`src/rtl/lane_swap_pkg.sv`:
```
package lane_swap_pkg;
    typedef enum logic [1:0] {
        MODE_PASS = 2'b00,
        MODE_HALF = 2'b01,
        MODE_REV  = 2'b10,
        MODE_AUTO = 2'b11
    } swap_mode_e;

    typedef enum logic [1:0] {
        KIND_NONE = 2'b00,
        KIND_HALF = 2'b01,
        KIND_REV  = 2'b10
    } swap_kind_e;
endpackage

```
`src/rtl/swap_kind_sel.sv`:
```
module swap_kind_sel
    import lane_swap_pkg::*;
#(
    parameter int LANES = 4
) (
    input  logic [1:0]       mode,
    input  logic [LANES-1:0] be_n,
    output swap_kind_e       kind
);
    localparam int HALF = LANES / 2;
    localparam logic [LANES-1:0] LOW_HALF_ON  = {{HALF{1'b1}}, {HALF{1'b0}}};
    localparam logic [LANES-1:0] HIGH_HALF_ON = {{HALF{1'b0}}, {HALF{1'b1}}};

    logic half_pat;
    logic single_pat;

    always_comb begin
        half_pat   = (be_n == LOW_HALF_ON) || (be_n == HIGH_HALF_ON);
        single_pat = ($countones(be_n) == LANES - 1);
        unique case (swap_mode_e'(mode))
            MODE_PASS: kind = KIND_NONE;
            MODE_HALF: kind = KIND_HALF;
            MODE_REV:  kind = KIND_REV;
            default: begin
                if (half_pat)        kind = KIND_HALF;
                else if (single_pat) kind = KIND_REV;
                else                 kind = KIND_NONE;
            end
        endcase
    end
endmodule

```
`src/rtl/lane_permute.sv`:
```
module lane_permute
    import lane_swap_pkg::*;
#(
    parameter int LANES  = 4,
    parameter int LANE_W = 8
) (
    input  swap_kind_e                kind,
    input  logic [LANES*LANE_W-1:0]   din,
    output logic [LANES*LANE_W-1:0]   dout
);
    localparam int HALF = LANES / 2;

    for (genvar j = 0; j < LANES; j++) begin : g_lane
        localparam int SRC_HALF = (j + HALF) % LANES;
        localparam int SRC_REV  = LANES - 1 - j;
        always_comb begin
            unique case (kind)
                KIND_HALF: dout[j*LANE_W +: LANE_W] = din[SRC_HALF*LANE_W +: LANE_W];
                KIND_REV:  dout[j*LANE_W +: LANE_W] = din[SRC_REV*LANE_W +: LANE_W];
                default:   dout[j*LANE_W +: LANE_W] = din[j*LANE_W +: LANE_W];
            endcase
        end
    end
endmodule

```
`src/rtl/lane_swap_unit.sv`:
```
module lane_swap_unit
    import lane_swap_pkg::*;
#(
    parameter int LANES  = 4,
    parameter int LANE_W = 8
) (
    input  logic                    clk,
    input  logic                    rst_n,
    input  logic                    in_valid,
    output logic                    in_ready,
    input  logic [1:0]              mode,
    input  logic [LANES-1:0]        be_n,
    input  logic [LANES*LANE_W-1:0] in_data,
    output logic                    out_valid,
    input  logic                    out_ready,
    output logic [LANES*LANE_W-1:0] out_data,
    output logic [LANES-1:0]        out_be_n,
    output logic [1:0]              out_kind
);
    localparam int DW = LANES * LANE_W;

    typedef struct packed {
        logic             valid;
        logic [DW-1:0]    data;
        logic [LANES-1:0] be_n;
        swap_kind_e       kind;
    } stage_t;

    swap_kind_e       kind_sel;
    logic [DW-1:0]    data_sw;
    logic [LANES-1:0] be_sw;
    stage_t           st_d;
    stage_t           st_q;
    logic             take;

    swap_kind_sel #(.LANES(LANES)) sel_i (
        .mode (mode),
        .be_n (be_n),
        .kind (kind_sel)
    );

    lane_permute #(.LANES(LANES), .LANE_W(LANE_W)) data_perm_i (
        .kind (kind_sel),
        .din  (in_data),
        .dout (data_sw)
    );

    lane_permute #(.LANES(LANES), .LANE_W(1)) be_perm_i (
        .kind (kind_sel),
        .din  (be_n),
        .dout (be_sw)
    );

    always_comb begin
        st_d     = st_q;
        in_ready = !st_q.valid || out_ready;
        take     = in_valid && in_ready;
        if (take) begin
            st_d.valid = 1'b1;
            st_d.data  = data_sw;
            st_d.be_n  = be_sw;
            st_d.kind  = kind_sel;
        end else if (out_ready) begin
            st_d.valid = 1'b0;
        end
    end

    always_ff @(posedge clk) begin
        if (!rst_n) begin
            st_q <= '{valid: 1'b0, data: '0, be_n: '1, kind: KIND_NONE};
        end else begin
            st_q <= st_d;
        end
    end

    assign out_valid = st_q.valid;
    assign out_data  = st_q.data;
    assign out_be_n  = st_q.be_n;
    assign out_kind  = st_q.kind;
endmodule

```
`config.mk`:
```
export PLATFORM = sky130hd
export DESIGN_NAME = lane_swap_unit
export DESIGN_NICKNAME = d
export VERILOG_FILES = /design/src/rtl/lane_swap_pkg.sv /design/src/rtl/swap_kind_sel.sv /design/src/rtl/lane_permute.sv /design/src/rtl/lane_swap_unit.sv
export SDC_FILE = /design/constraint.sdc
export NUM_CORES = 1
export LEC_CHECK = 0
export BUFFER_PORTS_ARGS = -buffer_cell sky130_fd_sc_hd__buf_4
export CAP_MARGIN = 20
export CORE_MARGIN = 2
export CORE_UTILIZATION = 25
export CTS_BUF_LIST = sky130_fd_sc_hd__clkbuf_4
export DETAILED_ROUTE_END_ITERATION = 10
export GPL_ROUTABILITY_DRIVEN = 0
export GPL_TIMING_DRIVEN = 0
export HOLD_SLACK_MARGIN = 0.12
export PLACE_DENSITY_LB_ADDON = 0.3
export SLEW_MARGIN = 40
export SYNTH_ARGS = -nofsm -noshare
export SYNTH_HDL_FRONTEND = slang
export SYNTH_SLANG_ARGS = --single-unit
```
`constraint.sdc`:
```
create_clock -name clk -period 6 [get_ports clk]
set_clock_uncertainty 0.2 [all_clocks]
set_input_delay 0 -clock clk [delete_from_list [all_inputs] [get_ports clk]]
set_output_delay 0 -clock clk [all_outputs]
set_load 0.03 [all_outputs]
```
==> results of run 1 <==
[routing by layer]
metal | vias to the layer above | share of wire, % | track usage, %
met1 | 1383 | 41 | 24.5
met5 | - | 0 | 0
met3 | 51 | 8.4 | 3.95
li1 | 1378 | - | -
met2 | 185 | 47 | 31.5
met4 | 0 | 3.8 | 7.27
[worst min-delay path, delay by kind of cell]
family / cells / cell delay, ns
AOI/OAI and AO/OA: 1 / 0.10
buffers and inverters: 3 / 0.49
and+or+nand+nor: 1 / 0.08
[layout make-up]
| cell class | instances | area, um^2 | share of cell area (%) |
|---|---|---|---|
| Timing Repair Buffer | 173 | 1530 | 37.7 |
| Tap cell | 111 | 139 | 3.42 |
| Clock inverter | 1 | 5.00 | 0.123 |
| Multi-Input combinational cell | 160 | 1300 | 31.9 |
| Inverter | 17 | 66.3 | 1.63 |
| Sequential cell | 39 | 781 | 19.2 |
| Buffer | 36 | 194 | 4.77 |
| Clock buffer | 7 | 52.6 | 1.29 |
[power by group]
| group | internal [mW] | switching, mW |
|---|---|---|
| combinational | 0.193 | 0.216 |
| clock | 0.0548 | 0.0884 |
| sequential | 0.286 | 0.0162 |
| total | 0.534 | 0.321 |
[layout by cell type, fill, tap and decap left out, drive strengths merged, types with 2 or more instances in the layout]
| master | count |
|---|---|
| nand2 | 33 |
| o211ai | 4 |
| ha | 7 |
| buf | 107 |
| clkbuf | 16 |
| o221ai | 4 |
| o2111ai | 32 |
| dfxtp | 39 |
| o22ai | 33 |
| inv | 17 |
| dlygate4sd3 | 93 |
| a221oi | 36 |
| a21oi | 2 |
[flip-flops by register name, indices dropped and copies added, names as in the netlist]
name	flops
out_data	32
out_be_n	4
out_kind	2
out_valid	1
[what timing repair did]
item	4_1_cts	5_1_grt
setup buffers	0	0
endpoints found under the hold margin	39	0
hold buffers	93	0
[per-stage QoR]
| step | total power, mW | utilization (%) |
|---|---|---|
| 2_1_floorplan | 0.503 | - |
| 4_1_cts | 0.846 | 44.4 |
| 5_1_grt | 0.900 | 44.4 |
| 6_report | 0.855 | 44.4 |
| 3_3_place_gp | 0.622 | 33.6 |
| 3_5_place_dp | 0.622 | 33.6 |
[synth_stat cells, drive strengths merged, types with 2 or more instances]
master	number
a221oi	36
o22ai	33
clkbuf	9
a21oi	2
o211ai	4
buf	27
o2111ai	32
nand2	33
ha	7
inv	17
dfxtp	39
o221ai	4
[cells by family after synthesis]
| group | synth area share, % |
|---|---|
| DFF | 33.4 |
| buffers and inverters | 11.1 |
| adders and majority gates | 4.60 |
| AOI/OAI and AO/OA | 44.4 |
| and+or+nand+nor | 6.53 |
[how the worst min path moves through the flow]
| stage | start | cells after the start | slack, ns | endpoint |
|---|---|---|---|---|
| final | out_ready | 5 | 0.16 | out_valid |
| after global routing | out_ready | 5 | 0.18 | out_valid |
| after CTS | out_ready | 5 | 0.16 | out_valid |
| after detailed placement | in_data[5] | 3 | 0.12 | out_data[21] |
| after global placement | in_data[5] | 3 | 0.11 | out_data[21] |
| after floorplan | in_data[5] | 2 | -0.02 | out_data[21] |
==> flow_summary.ini, run 1 <==
[timing]
setup_violations = 0
fin_ws_ns = 1.70
finalHoldViolations = 0
slew_headroom_pct = 64.3
hold_ws_ns = 0.164
setup_tns_ns = 0
tightestPinTransition_ns = 0.536
finalMaxSlewViolations = 0
period_share_pct = 71.7
rsz0062_at_grt = false
fmax_ghz = 0.232
min_period_ns = 4.30

[synth]
yosysUniqueCellTypes = 27
netlist_top_cells_area = dfxtp_1, a221oi_1, o2111ai_1
synth.top_cell.area_share_pct = 33.4
synth_area_um2 = 2340
synth_nets = 302
seq_area_frac_synth_pct = 33.4
synthArstFlopShare_pct = 0
syn_area_per_cell_um2 = 9.28
yosysTopAreaCell = dfxtp_1
yosysWarningCount = 0
synth_seq_cells = 39
synth_cells = 252
synth_edf_count = 0
ys.flop_type = dfxtp_1

[grt]
grt_overflow = 0
antenna_found_initial = 0
grt_max_degree = 12
grt_pass1_vias = 2976
grt_usage_pct = 19.1
grt_pass1_wl_um = 15300

[worst_setup_path]
setup.worst_path.start = be_n[2]
r2r_start = out_valid
cp.depth = 17
cp.required_ns = 6.04
rr_worst_depth = 7
worstPathArrival_ns = 4.34
crit_path_start_kind = primary input
path_delay_family = buffers and inverters
reg2reg_to = out_data[22]
endpoint = out_data[3]
ff2ff_setup_slack_ns = 3.55
path_class = in2reg
max_stage_delay_ns = 0.63
critical_path_buf_inv_count = 9
crit_fanout = 10
critical-path-slowest-cell = dlygate4sd3_1
crit_chain = dlygate4sd3_1, buf_4, inv_1, ha_1, ha_1, inv_1, fa_1, nand4b_1, o22a_1, inv_1, ha_1, buf_4, clkbuf_1, a221oi_1, dlygate4sd3_1, o22ai_2, dlygate4sd3_1
end_kind = flop

[clock_tree]
cts_tree = yes
cts_resized = 0
cts-root-buf = clkbuf_4
cts_sinks = 39
cts_buffer_depth = 2
htree_levels = 2
clk_pin_slew_ns = 0.11
numCtsBuffers = 5
clock_latency_ns = 0.35

[die]
die_x_um = 101
core_um2 = 9150
num_rows = 35
num_io_pins = 82
die_h_um = 101
die_area_um2 = 10100
start_util_pct = 25.6

[place]
place_ws_ns = 2.90
io_buffer_count = 80
place_area_um2 = 3080
hpwl_um = 6510
dpl.cell_count = 443

[min_path]
holdCritPathClass = in2reg

[outcome]
status = finished, final reports clean

[route]
dr.pass1.iters = 5
drt_wl_total_um = 9860
via_count = 2997
drtIter0Drc = 449
viasPerCell = 5.51
wl_per_cell_um = 18.1
ant_nets = 0
drc = 0

[finish]
fillers = 876
syn_to_final_growth_pct = 73.9
instances_no_fill = 544
layout-drive-gt1-share_pct = 32.3
num-nets-final = 482
design_area_um2 = 4070
diodes = 0

[power]
leakagePower_nw = 1.74
max-vdd-ir-drop_mv = 0.0756
power_density_nw_per_um2 = 210

[job]
maxCapViolCount = 0
(Power assumes the default switching activity.)
==> run 2, diff against run 1 <==
clock period = 4.1 ns   (was 6 ns; I/O delays follow)
==> run 2 against run 1 <==
Compared with the run above:
- core utilization is the same
- count of clock-buffer cells in the layout did not move
- largest power group unchanged
- routed wire length decreased by 0.46%
- non-clock buffer count unchanged
- clock power rose by 48%
- largest cell class unchanged
- power up 46%
- register-to-register slack lost 1.9 ns
- cell area did not move
==> flow_summary.ini, run 2 (synthesized netlist as in run 1, its figures left out) <==
[outcome]
status = finished, final reports clean

[finish]
mostFrequentLayoutCells = dlygate4sd3_1, buf_4, dfxtp_1
final-seq-area_um2 = 781
largest_register_ff_count = 32
fin_util_pct = 44.4
diodes = 0
final_common_cell = dlygate4sd3_1
design_area_um2 = 4070
syn_to_final_growth_pct = 73.9
fillers = 867
instances_no_fill = 544
layout-drive-gt1-share_pct = 32.3
multi_input_area_um2 = 1300
num-nets-final = 482

[clock_tree]
clock_latency_ns = 0.35
htree_levels = 2
clk_pin_slew_ns = 0.11
cts-root-buf = clkbuf_4
cts_buffer_depth = 2
cts_sinks = 39
numCtsBuffers = 5
cts_tree = yes

[place]
place_ws_ns = 1.00
hpwl_um = 6510
place_area_um2 = 3080
dpl.cell_count = 443
io_buffer_count = 80

[worst_setup_path]
max_stage_delay_ns = 0.63
rr_worst_depth = 7
cp.required_ns = 4.15
crit_chain = buf_4, inv_1, ha_1, ha_1, inv_1, fa_1, nand4b_1, o22a_1, inv_1, ha_1, buf_4, clkbuf_1, a221oi_1, dlygate4sd3_1, o22ai_2, dlygate4sd3_1
crit_fanout = 10
path_class = in2reg
r2r_start = out_valid
crit_path_start_kind = primary input
worstPathArrival_ns = 3.76
end_kind = flop
critical-path-slowest-cell = dlygate4sd3_1
setup.worst_path.start = be_n[2]

[die]
start_util_pct = 25.6
die_area_um2 = 10100
core_um2 = 9150
num_rows = 35
die_h_um = 101
num_io_pins = 82
die_x_um = 101

[timing]
rsz0062_at_grt = false
hold_ws_ns = 0.147
finalMaxSlewViolations = 0
setup_violations = 0
period_share_pct = 90.6
fin_ws_ns = 0.387
slew_headroom_pct = 64.2
tightestPinTransition_ns = 0.537
min_period_ns = 3.71
fmax_ghz = 0.269
setup_tns_ns = 0
finalHoldViolations = 0

[grt]
grt_usage_pct = 19.0
grt_overflow = 0
grt_max_degree = 12
antenna_found_initial = 0
grt_pass1_wl_um = 15200
grt_pass1_vias = 2985

[power]
power_density_nw_per_um2 = 308
power_frac_comb_pct = 47.8
max-vdd-ir-drop_mv = 0.109
switching_share_pct = 37.6
leakagePower_nw = 1.74
p_int_uw = 781
p_sw_uw = 471
power_frac_seq_pct = 35.4
clock_power_share_pct = 16.9
design_power_total_mw = 1.25

[min_path]
holdCritPathClass = in2reg
whs_path_depth = 5
worst_hold_startpoint = out_ready

[route]
drtIter0Drc = 423
drt_wl_total_um = 9820
viasPerCell = 5.48
via_count = 2981
wl_per_cell_um = 18.0
dr.pass1.iters = 6
drc = 0
ant_nets = 0

[job]
maxCapViolCount = 0
-- run 2: what timing repair did --
| item | in CTS | in global routing |
|---|---|---|
| hold buffers | 93 | 0 |
| gates resized for setup | 0 | 0 |
| endpoints found under the hold margin | 39 | 0 |
| setup buffers | 0 | 0 |
-- run 2: power groups by stage --
stage | combinational (mW) | clock [mW] | sequential (mW)
floorplan | 0.212 | 0 | 0.524
global placement | 0.459 | 0 | 0.451
detailed placement | 0.459 | 0 | 0.451
CTS | 0.582 | 0.213 | 0.443
global route | 0.632 | 0.236 | 0.448
finish | 0.598 | 0.211 | 0.443
-- run 2: cell type report --
cell class                      instances  area share (%)
Multi-Input combinational cell        160            31.9
Tap cell                              111            3.42
Inverter                               17            1.63
Clock inverter                          1           0.123
Timing Repair Buffer                  173            37.7
Sequential cell                        39            19.2
Buffer                                 36            4.77
Clock buffer                            7            1.29
-- run 2: critical path: cells and delay by family --
kind / cells / cell delay [ns]
simple gates: 1 / 0.17
buf+inv: 8 / 1.91
fa+ha+maj: 4 / 1.10
compound gates: 3 / 0.58
-- run 2: layer usage --
metal	global-route usage [%]	vias up	routed length (um)
met2	31.0	183	4620
met1	24.5	1383	4060
met3	4.02	37	821
met5	0	-	0
met4	7.27	0	313
li1	-	1378	-
-- run 2: worst paths after layout --
path	end	slack, ns
hold / removal	out_valid	0.15
hold reg to reg	out_data[8]	0.30
setup / recovery	out_data[3]	0.39
setup reg to reg	out_data[22]	1.63
